[src/rtl/bcd_pkg.sv]
package bcd_pkg;

  typedef enum logic [1:0] {
    ST_IDLE   = 2'd0,
    ST_SHIFT  = 2'd1,
    ST_FINISH = 2'd2
  } conv_state_e;

  // smallest D with 10^D > 2^n - 1
  function automatic int digits_for(input int n);
    longint lim;
    longint p;
    int d;
    lim = longint'(1) << n;
    p = 1;
    d = 0;
    for (int i = 0; i < 20; i++) begin
      if (p < lim) begin
        p = p * 10;
        d = d + 1;
      end
    end
    return d;
  endfunction

endpackage

[src/rtl/bcd_serializer.sv]
module bcd_serializer #(
  parameter int WIDTH_P = 16
) (
  input  logic               clk_i,
  input  logic               rst_ni,
  input  logic               load_i,
  input  logic               shift_i,
  input  logic [WIDTH_P-1:0] word_i,
  output logic               bit_o,
  output logic               last_o
);
  localparam int CNT_W = (WIDTH_P > 2) ? $clog2(WIDTH_P) : 1;
  localparam logic [CNT_W-1:0] LAST_IDX = CNT_W'(WIDTH_P - 1);

  logic [WIDTH_P-1:0] shreg_q;
  logic [CNT_W-1:0]   cnt_q;

  always_ff @(posedge clk_i or negedge rst_ni) begin
    if (!rst_ni) begin
      shreg_q <= '0;
      cnt_q   <= '0;
    end else if (load_i) begin
      shreg_q <= word_i;
      cnt_q   <= '0;
    end else if (shift_i) begin
      shreg_q <= {shreg_q[WIDTH_P-2:0], 1'b0};
      cnt_q   <= cnt_q + 1'b1;
    end
  end

  assign bit_o  = shreg_q[WIDTH_P-1];
  assign last_o = shift_i && (cnt_q == LAST_IDX);
endmodule

[src/rtl/bcd_digit.sv]
module bcd_digit (
  input  logic       clk_i,
  input  logic       rst_ni,
  input  logic       clear_i,
  input  logic       shift_i,
  input  logic       carry_i,
  output logic [3:0] digit_o,
  output logic       carry_o
);
  logic [3:0] digit_q;
  logic [2:0] low3;

  // doubled-digit correction: 5..9 -> 0,2,4,6,8 with carry
  always_comb begin
    carry_o = 1'b1;
    unique case (digit_q)
      4'd5:    low3 = 3'd0;
      4'd6:    low3 = 3'd1;
      4'd7:    low3 = 3'd2;
      4'd8:    low3 = 3'd3;
      4'd9:    low3 = 3'd4;
      default: begin
        low3    = digit_q[2:0];
        carry_o = 1'b0;
      end
    endcase
  end

  always_ff @(posedge clk_i or negedge rst_ni) begin
    if (!rst_ni)      digit_q <= '0;
    else if (clear_i) digit_q <= '0;
    else if (shift_i) digit_q <= {low3, carry_i};
  end

  assign digit_o = digit_q;
endmodule

[src/rtl/bcd_ctrl.sv]
module bcd_ctrl
  import bcd_pkg::*;
(
  input  logic        clk_i,
  input  logic        rst_ni,
  input  logic        start_i,
  input  logic        last_i,
  output logic        load_o,
  output logic        shift_o,
  output logic        done_o,
  output conv_state_e state_o
);
  conv_state_e state_q, state_d;

  always_comb begin
    state_d = state_q;
    unique case (state_q)
      ST_IDLE:   if (start_i) state_d = ST_SHIFT;
      ST_SHIFT:  if (last_i)  state_d = ST_FINISH;
      ST_FINISH: if (start_i) state_d = ST_SHIFT;
      default:   state_d = ST_IDLE;
    endcase
  end

  always_ff @(posedge clk_i or negedge rst_ni) begin
    if (!rst_ni) state_q <= ST_IDLE;
    else         state_q <= state_d;
  end

  assign load_o  = start_i && (state_q != ST_SHIFT);
  assign shift_o = (state_q == ST_SHIFT);
  assign done_o  = (state_q == ST_FINISH);
  assign state_o = state_q;
endmodule

[src/rtl/bcd_serial_conv.sv]
module bcd_serial_conv
  import bcd_pkg::*;
#(
  parameter  int WIDTH_P   = 16,
  localparam int DIGITS_LP = bcd_pkg::digits_for(WIDTH_P)
) (
  input  logic                   clk_i,
  input  logic                   rst_ni,
  input  logic                   start_i,
  input  logic [WIDTH_P-1:0]     word_i,
  output logic [4*DIGITS_LP-1:0] bcd_o,
  output logic                   done_o
);
  logic        load, shift, ser_bit, ser_last;
  conv_state_e state;
  logic [DIGITS_LP:0] carry;
  logic        top_carry;

  bcd_ctrl u_ctrl (
    .clk_i   (clk_i),
    .rst_ni  (rst_ni),
    .start_i (start_i),
    .last_i  (ser_last),
    .load_o  (load),
    .shift_o (shift),
    .done_o  (done_o),
    .state_o (state)
  );

  bcd_serializer #(.WIDTH_P(WIDTH_P)) u_ser (
    .clk_i   (clk_i),
    .rst_ni  (rst_ni),
    .load_i  (load),
    .shift_i (shift),
    .word_i  (word_i),
    .bit_o   (ser_bit),
    .last_o  (ser_last)
  );

  assign carry[0] = ser_bit;

  for (genvar g = 0; g < DIGITS_LP; g++) begin : g_digit
    bcd_digit u_digit (
      .clk_i   (clk_i),
      .rst_ni  (rst_ni),
      .clear_i (load),
      .shift_i (shift),
      .carry_i (carry[g]),
      .digit_o (bcd_o[4*g +: 4]),
      .carry_o (carry[g+1])
    );
  end

  assign top_carry = shift && carry[DIGITS_LP];
endmodule

[config.mk]
export PLATFORM = sky130hd
export DESIGN_NAME = bcd_serial_conv
export DESIGN_NICKNAME = d
export VERILOG_FILES = /design/src/rtl/bcd_pkg.sv /design/src/rtl/bcd_serializer.sv /design/src/rtl/bcd_digit.sv /design/src/rtl/bcd_ctrl.sv /design/src/rtl/bcd_serial_conv.sv
export SDC_FILE = /design/constraint.sdc
export NUM_CORES = 1
export LEC_CHECK = 0
export BUFFER_PORTS_ARGS = -buffer_cell sky130_fd_sc_hd__buf_4
export CORE_MARGIN = 5
export CORE_UTILIZATION = 35
export CTS_CLUSTER_SIZE = 25
export DETAILED_ROUTE_END_ITERATION = 8
export PLACE_DENSITY = 0.54
export SETUP_SLACK_MARGIN = 0.3
export SLEW_MARGIN = 15
export SYNTH_ARGS = -nofsm -noshare
export SYNTH_HDL_FRONTEND = slang
export SYNTH_HIERARCHICAL = 1
export SYNTH_SLANG_ARGS = --single-unit
[constraint.sdc]
create_clock -name clk_i -period 4.77 [get_ports clk_i]
set_input_delay 0.2385 -clock clk_i [delete_from_list [all_inputs] [get_ports clk_i]]
set_output_delay 0.2385 -clock clk_i [all_outputs]
set_load 0.03 [all_outputs]
# After elaboration in Yosys (flattened, before gate mapping)
# Cells that the tools add are included.
[op_classes]
n_lt_le_gt_ge = 0
eq_ne = 31
muxes = 26
div = 0
n_shift = 0
bitwise = 0
reduce_logical = 10
n_mul = 0
n_addsub = 1
[ops]
columns = ["op", "count"]
rows = [
  ["$pmux 3 s5", 5],
  ["$eq 4x3->1 const B", 15],
  ["$mux 4", 12],
  ["$eq 4x4->1 const B", 11],
  ["$mux 16", 2],
  ["$reduce_or 5->1", 4],
  ["$add 4x1->4 const B", 1],
  ["$mux 1", 4],
  ["$mux 2", 2],
  ["$ne 2x1->1 const B", 2],
  ["$pmux 2 s2", 1],
  ["$eq 2x1->1 const B", 1],
  ["$eq 2x2->1 const B", 1],
  ["$logic_and 1x1->1", 2],
  ["$logic_not 2->1", 1],
  ["$ne 2x2->1 const B", 1],
  ["$reduce_and 2->1", 1],
  ["$reduce_bool 2->1", 1],
  ["$reduce_or 2->1", 1],
]
[word_totals]
word_cells = 76
inputBits = 19
ramBits = 0
reg_bits = 42
rom_bits = 0
output_inout_bits = 21
latchBits = 0
n_memories = 0

# Depth between registers and ports, before layout
# Gate-level depths: netlist (run 1).
[depth]
ltp_word = 5
ltp_mapped = 6
ltp_nobuf = 4

# Modules after synthesis
# Netlist (run 1), hierarchy kept.
[by_module_without_submodules]
columns = ["mod", "area_per_inst_um2", "seq_area_each_um2", "cells_per_inst", "instances"]
rows = [
  ["bcd_digit", 292.8, 100.1, 31, 5],
  ["bcd_serializer", 959.7, 500.5, 88, 1],
  ["bcd_ctrl", 93.8, 50.0, 9, 1],
]

# Worst setup path after synthesis (run 1)
# OpenSTA, ideal clock, no wires.
[synth_timing]
path_type = "register to register"
start = "register u_ctrl.state_q[0] (netlist: u_ctrl/state_o[0])"
end = "register u_ser.cnt_q[3]"
period_less_slack_ns = 1.986
required_ns = 4.643
setup_time_ns = 0.127
path_buffers = 1
slack_ns = 2.784
stages_incl_launch_ff = 6
arrival_ns = 1.859
cell_sequence = "dfrtp_1 nor2b_2 nor2_1 buf_2 nor2b_1 mux2_1"
[synth_via]
word_cells_on_any_way = 5
cone_classes = "eq/ne: 2; mux: 1; reduce/logical: 2"
[synth_lines]
columns = ["item", "line", "source"]
rows = [
  ["start, declared", "bcd_ctrl.sv:13", "conv_state_e state_q, state_d;"],
  ["start signal, assigned", "bcd_ctrl.sv:27", "else state_q <= state_d;"],
  ["$eq 2x1->1", "bcd_ctrl.sv:31", "assign shift_o = (state_q == ST_SHIFT);"],
  ["net shift", "bcd_serial_conv.sv:14", "logic load, shift, ser_bit, ser_last;"],
  ["$reduce_bool 2->1 (no source line)", "--", ""],
  ["end signal, assigned", "bcd_serializer.sv:27", "cnt_q <= cnt_q + 1'b1;"],
  ["end, declared", "bcd_serializer.sv:16", "logic [CNT_W-1:0] cnt_q;"],
]
# The timed path passes the listed nets, and every way through them passes these cells.
# A chain may end at the register's enable or synchronous reset.

# Worst setup path after layout (run 1)
[layout_timing]
start = "register u_ctrl.state_q[0] (netlist: u_ctrl/state_o[0])"
end = "register u_ser.shreg_q[0]"
[layout_via]
word_cells_on_any_way = 5
cone_classes = "eq/ne: 2; mux: 1; reduce/logical: 2"
[layout_lines]
columns = ["item", "line", "source"]
rows = [
  ["$eq 2x1->1", "bcd_ctrl.sv:31", ""],
  ["net shift", "bcd_serial_conv.sv:14", ""],
  ["$reduce_bool 2->1 (no source line)", "--", ""],
  ["end signal, assigned", "bcd_serializer.sv:23", "shreg_q <= word_i;"],
  ["end signal, assigned", "bcd_serializer.sv:26", "shreg_q <= {shreg_q[WIDTH_P-2:0], 1'b0};"],
  ["end, declared", "bcd_serializer.sv:15", "logic [WIDTH_P-1:0] shreg_q;"],
]
# The timed path passes the listed nets, and every way through them passes these cells.

==> flow_metrics.tcl, run 1 <==
set metrics [dict create \
    die_area_um2 8940 \
    skew_ps 5.41 \
    clockBufferDepth 2 \
    instances_no_fill 378 \
    post_cts_resized 0 \
    ctsHoldBuffers 1 \
    worstPathMaxFanout 32 \
    gp_congestion 0.728 \
    grt_remaining_overflow 0 \
    ir_drop_uv 190 \
    detail-route-antenna-nets 0 \
    synthesis.nets 269 \
    setup_viol 0 \
    rows 30 \
    final_cell_mix "dfrtp_1 (42), buf_4 (41), nand2_1 (21), mux2i_1 (21), o21ai_1 (14)" \
    boundaryPins 40 \
    min_period_ps 1850 \
    path_class "flip-flop to flip-flop" \
    hold_violations 0 \
    hold_ws_ps 148 \
    place_inst 369 \
    fillCellCount 727 \
    synthCells 249 \
    num_vias 1871 \
    clk_pin_slew_ps 80 \
    netlist_area_um2 2500 \
    final_cell_area_um2 2900 \
    grt_max_degree 65 \
    detailed_place_hpwl_mm 3.08 \
    final_common_cell "dfrtp_1" \
    diodes 0 \
    fin_crit_sh_pct 38.7 \
    die_y_um 94.5 \
    dieWidth_um 94.5 \
    p_leak_nw 1.36 \
    route.detailed.drc 0 \
    path_buf_inv 1 \
    cts_buffers 5 \
    status "completed" \
    area_delta_synth_final_pct 16.0 \
    postCtsSetupBuffers 0 \
    cpMaxStageDelayCell "nor2_4" \
    critPathRequiredTime_ps 4920 \
    fin_util_pct 42.2 \
    drive_gt1_share_pct 21.6 \
    fp.coreArea_um2 6870 \
    max-slew-margin-rel_pct 48.4 \
    worstMarginPinSlew_ps 772 \
    wl_per_cell_um 12.9 \
    start_util_pct 36.4 \
    final_net_count 301 \
    crit_path_cell_trace "nor2b_4 > nor2_4 > buf_4 > nand2b_1 > o21ai_0" \
    cts_sinks 42 \
    viasPerCell 4.95 \
    antenna_found_initial 0 \
    clkLatencyLatePin_ps 290 \
    critical_path.top_delay_family "simple AND/OR/NAND/NOR gates" \
    avgSynthCellArea_um2 10.0 \
    cp-end-kind "flip-flop" \
    grt_pass1_wl_mm 8.56 \
    min_path_type "input pin to flip-flop" \
    portBuffers 39 \
    cts_tree "built" \
    start_kind "flip-flop" \
    power.density_nw_per_um2 591 \
    track_usage_pct 11.9 \
    regArea_um2 1050 \
    drv_slew 0 \
    max_freq_mhz 542 \
    first_pass_iters 4 \
    routed_wl_mm 4.88 \
    drv_cap 0 \
    tns_ps 0 \
    first_global_vias 1832 \
    placed_area_um2 2800 \
    multiInputGateArea_um2 1290 \
    ys_warn_count 6 \
    cts_root_buffer "clkbuf_8" \
    arrival_ps 1990 \
    drt_iter0_markers 127 \
    htree_levels 2 \
    rsz0062_at_grt "false" \
    critPathMaxStageDelay_ps 590 \
]
[layer usage]
layer / vias to the layer above / routed length [um] / track usage (%)
met3: 6 / 213 / 2.47
met1: 883 / 2420 / 16.1
met5: - / 0 / 0
li1: 943 / - / -
met2: 39 / 2190 / 18.6
met4: 0 / 57 / 4.33
[worst register-to-register path, delay by kind of cell (launching register included)]
| family | cells | cell delay, ps |
|---|---|---|
| compound gates | 1 | 60 |
| buf+inv | 1 | 380 |
| flops | 1 | 400 |
| simple gates | 3 | 860 |
[state kept, by name, indices dropped and copies added, names as in the netlist]
signal / count
g_digit.u_digit/digit_o: 20
u_ctrl/state_o: 2
u_ser/cnt_q: 4
u_ser/shreg_q: 16
[through the flow]
stage / setup WS (ps) / power [mW]
floorplan: 2780 / 1.33
global placement: 2920 / 1.48
detailed placement: 2890 / 1.50
CTS: 2900 / 1.74
global route: 2740 / 1.86
finish: 2920 / 1.72
[power breakdown]
group | switching, mW | internal, mW | total (mW) | leakage (nW)
Sequential | 0.182 | 0.490 | 0.672 | 0.542
Clock | 0.124 | 0.117 | 0.241 | 0.0482
Combinational | 0.402 | 0.400 | 0.802 | 0.774
Total | 0.708 | 1.01 | 1.72 | 1.36
[final timing paths]
kind                              startpoint                             to  slack, ps  cells after the start
max in group asynchronous             rst_ni  g_digit[0].u_digit/digit_o[1]       3920                      2
hold reg to reg            u_ctrl/state_o[0]              u_ctrl/state_o[0]        490                      1
min in group asynchronous             rst_ni  g_digit[4].u_digit/digit_o[2]        460                      2
setup reg to reg           u_ctrl/state_o[0]               u_ser/shreg_q[0]       2920                      5
hold / removal                    word_i[12]              u_ser/shreg_q[12]        150                      3
setup / recovery           u_ctrl/state_o[0]               u_ser/shreg_q[0]       2920                      5
[area by class of cell]
| type | instances | share of cell area, % |
|---|---|---|
| clock buffer | 7 | 2.98 |
| clock inverter | 1 | 0.173 |
| inverter | 7 | 0.906 |
| multi-input combinational | 183 | 44.6 |
| sequential | 42 | 36.2 |
| tap | 96 | 4.14 |
| timing repair buffer | 42 | 11.0 |
Power figures use the tool's default switching activity.
==> run 2, diff against run 1 <==
- clock period: 4.77 -> 1.8 ns (I/O delays scaled with it)
==> run 2 against run 1 <==
  * Critical path depth up 1
  * Total power rose to 2.7 times the previous value
  * Count of clock-buffer cells in the layout down 2
  * Register-to-register slack worse by 2500 ps
  * Die area unchanged
  * Critical path type unchanged
  * Largest power group unchanged
==> flow_metrics.tcl, run 2 (synthesis results as in run 1) <==
set metrics [dict create \
    worstPathMaxFanout 25 \
    fin_crit_sh_pct 77.3 \
    max_freq_mhz 719 \
    status "completed" \
    ir_drop_uv 516 \
    cts_sinks 42 \
    cts_buffers 5 \
    cp-end-kind "flip-flop" \
    fp.coreArea_um2 6870 \
    final_cell_mix "dfrtp_1 (42), buf_4 (42), nand2_1 (21), mux2i_1 (21), o21ai_1 (14)" \
    instances_no_fill 385 \
    grt_remaining_overflow 0 \
    grt_pass1_wl_mm 8.11 \
    swShare_pct 41.5 \
    rsz0062_at_grt "false" \
    portBuffers 39 \
    min_path_type "input pin to flip-flop" \
    cts_tree "built" \
    place_inst 372 \
    comb_power_share_pct 48.5 \
    max-slew-margin-rel_pct 63.8 \
    worstMarginPinSlew_ps 543 \
    clk_pin_slew_ps 90 \
    switching_power_mw 1.93 \
    grt_max_degree 50 \
    clockBufferDepth 2 \
    fillCellCount 705 \
    detail-route-antenna-nets 0 \
    start_kind "flip-flop" \
    setup_viol 0 \
    drv_cap 0 \
    diodes 0 \
    antenna_found_initial 0 \
    die_y_um 94.5 \
    hold_violations 0 \
    tns_ps 0 \
    start_util_pct 36.4 \
    power.density_nw_per_um2 1550 \
    seqPwrFrac_pct 38.3 \
    min_period_ps 1390 \
    arrival_ps 1570 \
    viasPerCell 4.91 \
    critPathRequiredTime_ps 1980 \
    path_class "flip-flop to flip-flop" \
    final_net_count 308 \
    htree_levels 2 \
    first_global_vias 1719 \
    dieWidth_um 94.5 \
    detailed_place_hpwl_mm 3.16 \
    drive_gt1_share_pct 23.2 \
    area_delta_synth_final_pct 19.7 \
    wl_per_cell_um 12.9 \
    num_vias 1892 \
    route.detailed.drc 0 \
    rows 30 \
    skew_ps 5.04 \
    cts_root_buffer "clkbuf_8" \
    routed_wl_mm 4.97 \
    boundaryPins 40 \
    fin_util_pct 43.6 \
    track_usage_pct 11.3 \
    die_area_um2 8940 \
    drt_iter0_markers 91 \
    drv_slew 0 \
    clkLatencyLatePin_ps 290 \
    p_leak_nw 1.41 \
    largest_reg_flops 20 \
    clockPowerShare_pct 13.2 \
    first_pass_iters 4 \
    gp_congestion 0.691 \
    p_int_mw 2.72 \
]
run 2: changes by cell type in the layout (fill, tap and decap cells not counted), sizes merged:
cell | before | now
clkbuf | 7 | 6
buf | 41 | 45
dlygate4sd3 | 1 | 3
clkinvlp | 0 | 1
clkinv | 1 | 2
run 2: per-layer routing:
layer  wire [um]  track usage, %  part of all wire [%]  vias up
met3         282            3.35                   5.7        2
met5           0               0                     0        -
met1        2480            15.7                    50      891
li1            -               -                     -      963
met2        2190            17.2                    44       36
met4          29            2.88                  0.58        0
run 2: critical path: stages (launching register included):
cell and delay [ps]:
dfrtp_1 400, nor2b_4 150, buf_12 160, nor2_4 160
buf_4 220, nand2b_1 120, o21ai_0 60
run 2: timing repair:
action	in CTS	in global routing
endpoints found under the setup margin	6	11
gates resized for setup	1	1
hold endpoints to repair	44	0
hold buffers	3	0
buffers inserted	0	1
cloned	0	1
run 2: cell type report:
class	count	area [um2]	area share, %
clock buffer	5	68.8	2.30
clock inverter	3	21.3	0.710
inverter	7	26.3	0.878
multi-input combinational	183	1290	43.2
sequential	42	1050	35.1
tap	96	120	4.01
timing repair buffer	49	413	13.8
run 2: power groups by stage:
stage	clock network [mW]	logic (mW)	registers, mW
2_1_floorplan	0	1.63	1.90
3_3_place_gp	0	2.17	1.80
3_5_place_dp	0	2.21	1.80
4_1_cts	0.649	2.22	1.78
5_1_grt	0.694	2.47	1.87
6_report	0.615	2.26	1.78
run 2: per-stage QoR:
step	worst slack [ps]	power, mW	hold WS (ps)	area, um2
after detailed placement	313	4.01	124	2830
after CTS	325	4.65	1.11	2960
after floorplan	308	3.53	-206	2510
after global routing	317	5.03	5.20	2990
final	409	4.65	7.28	2990
after global placement	353	3.98	128	2830
run 2: final timing paths:
kind                       cells after the start                             to              start  slack, ps
min                                            3               u_ser/shreg_q[8]          word_i[8]          7
max in group asynchronous                      2                 u_ser/cnt_q[0]             rst_ni       1100
max                                            6               u_ser/shreg_q[0]  u_ctrl/state_o[0]        410
max reg2reg                                    6               u_ser/shreg_q[0]  u_ctrl/state_o[0]        410
min in group asynchronous                      2  g_digit[0].u_digit/digit_o[3]             rst_ni        330
min reg2reg                                    1              u_ctrl/state_o[0]  u_ctrl/state_o[0]        500
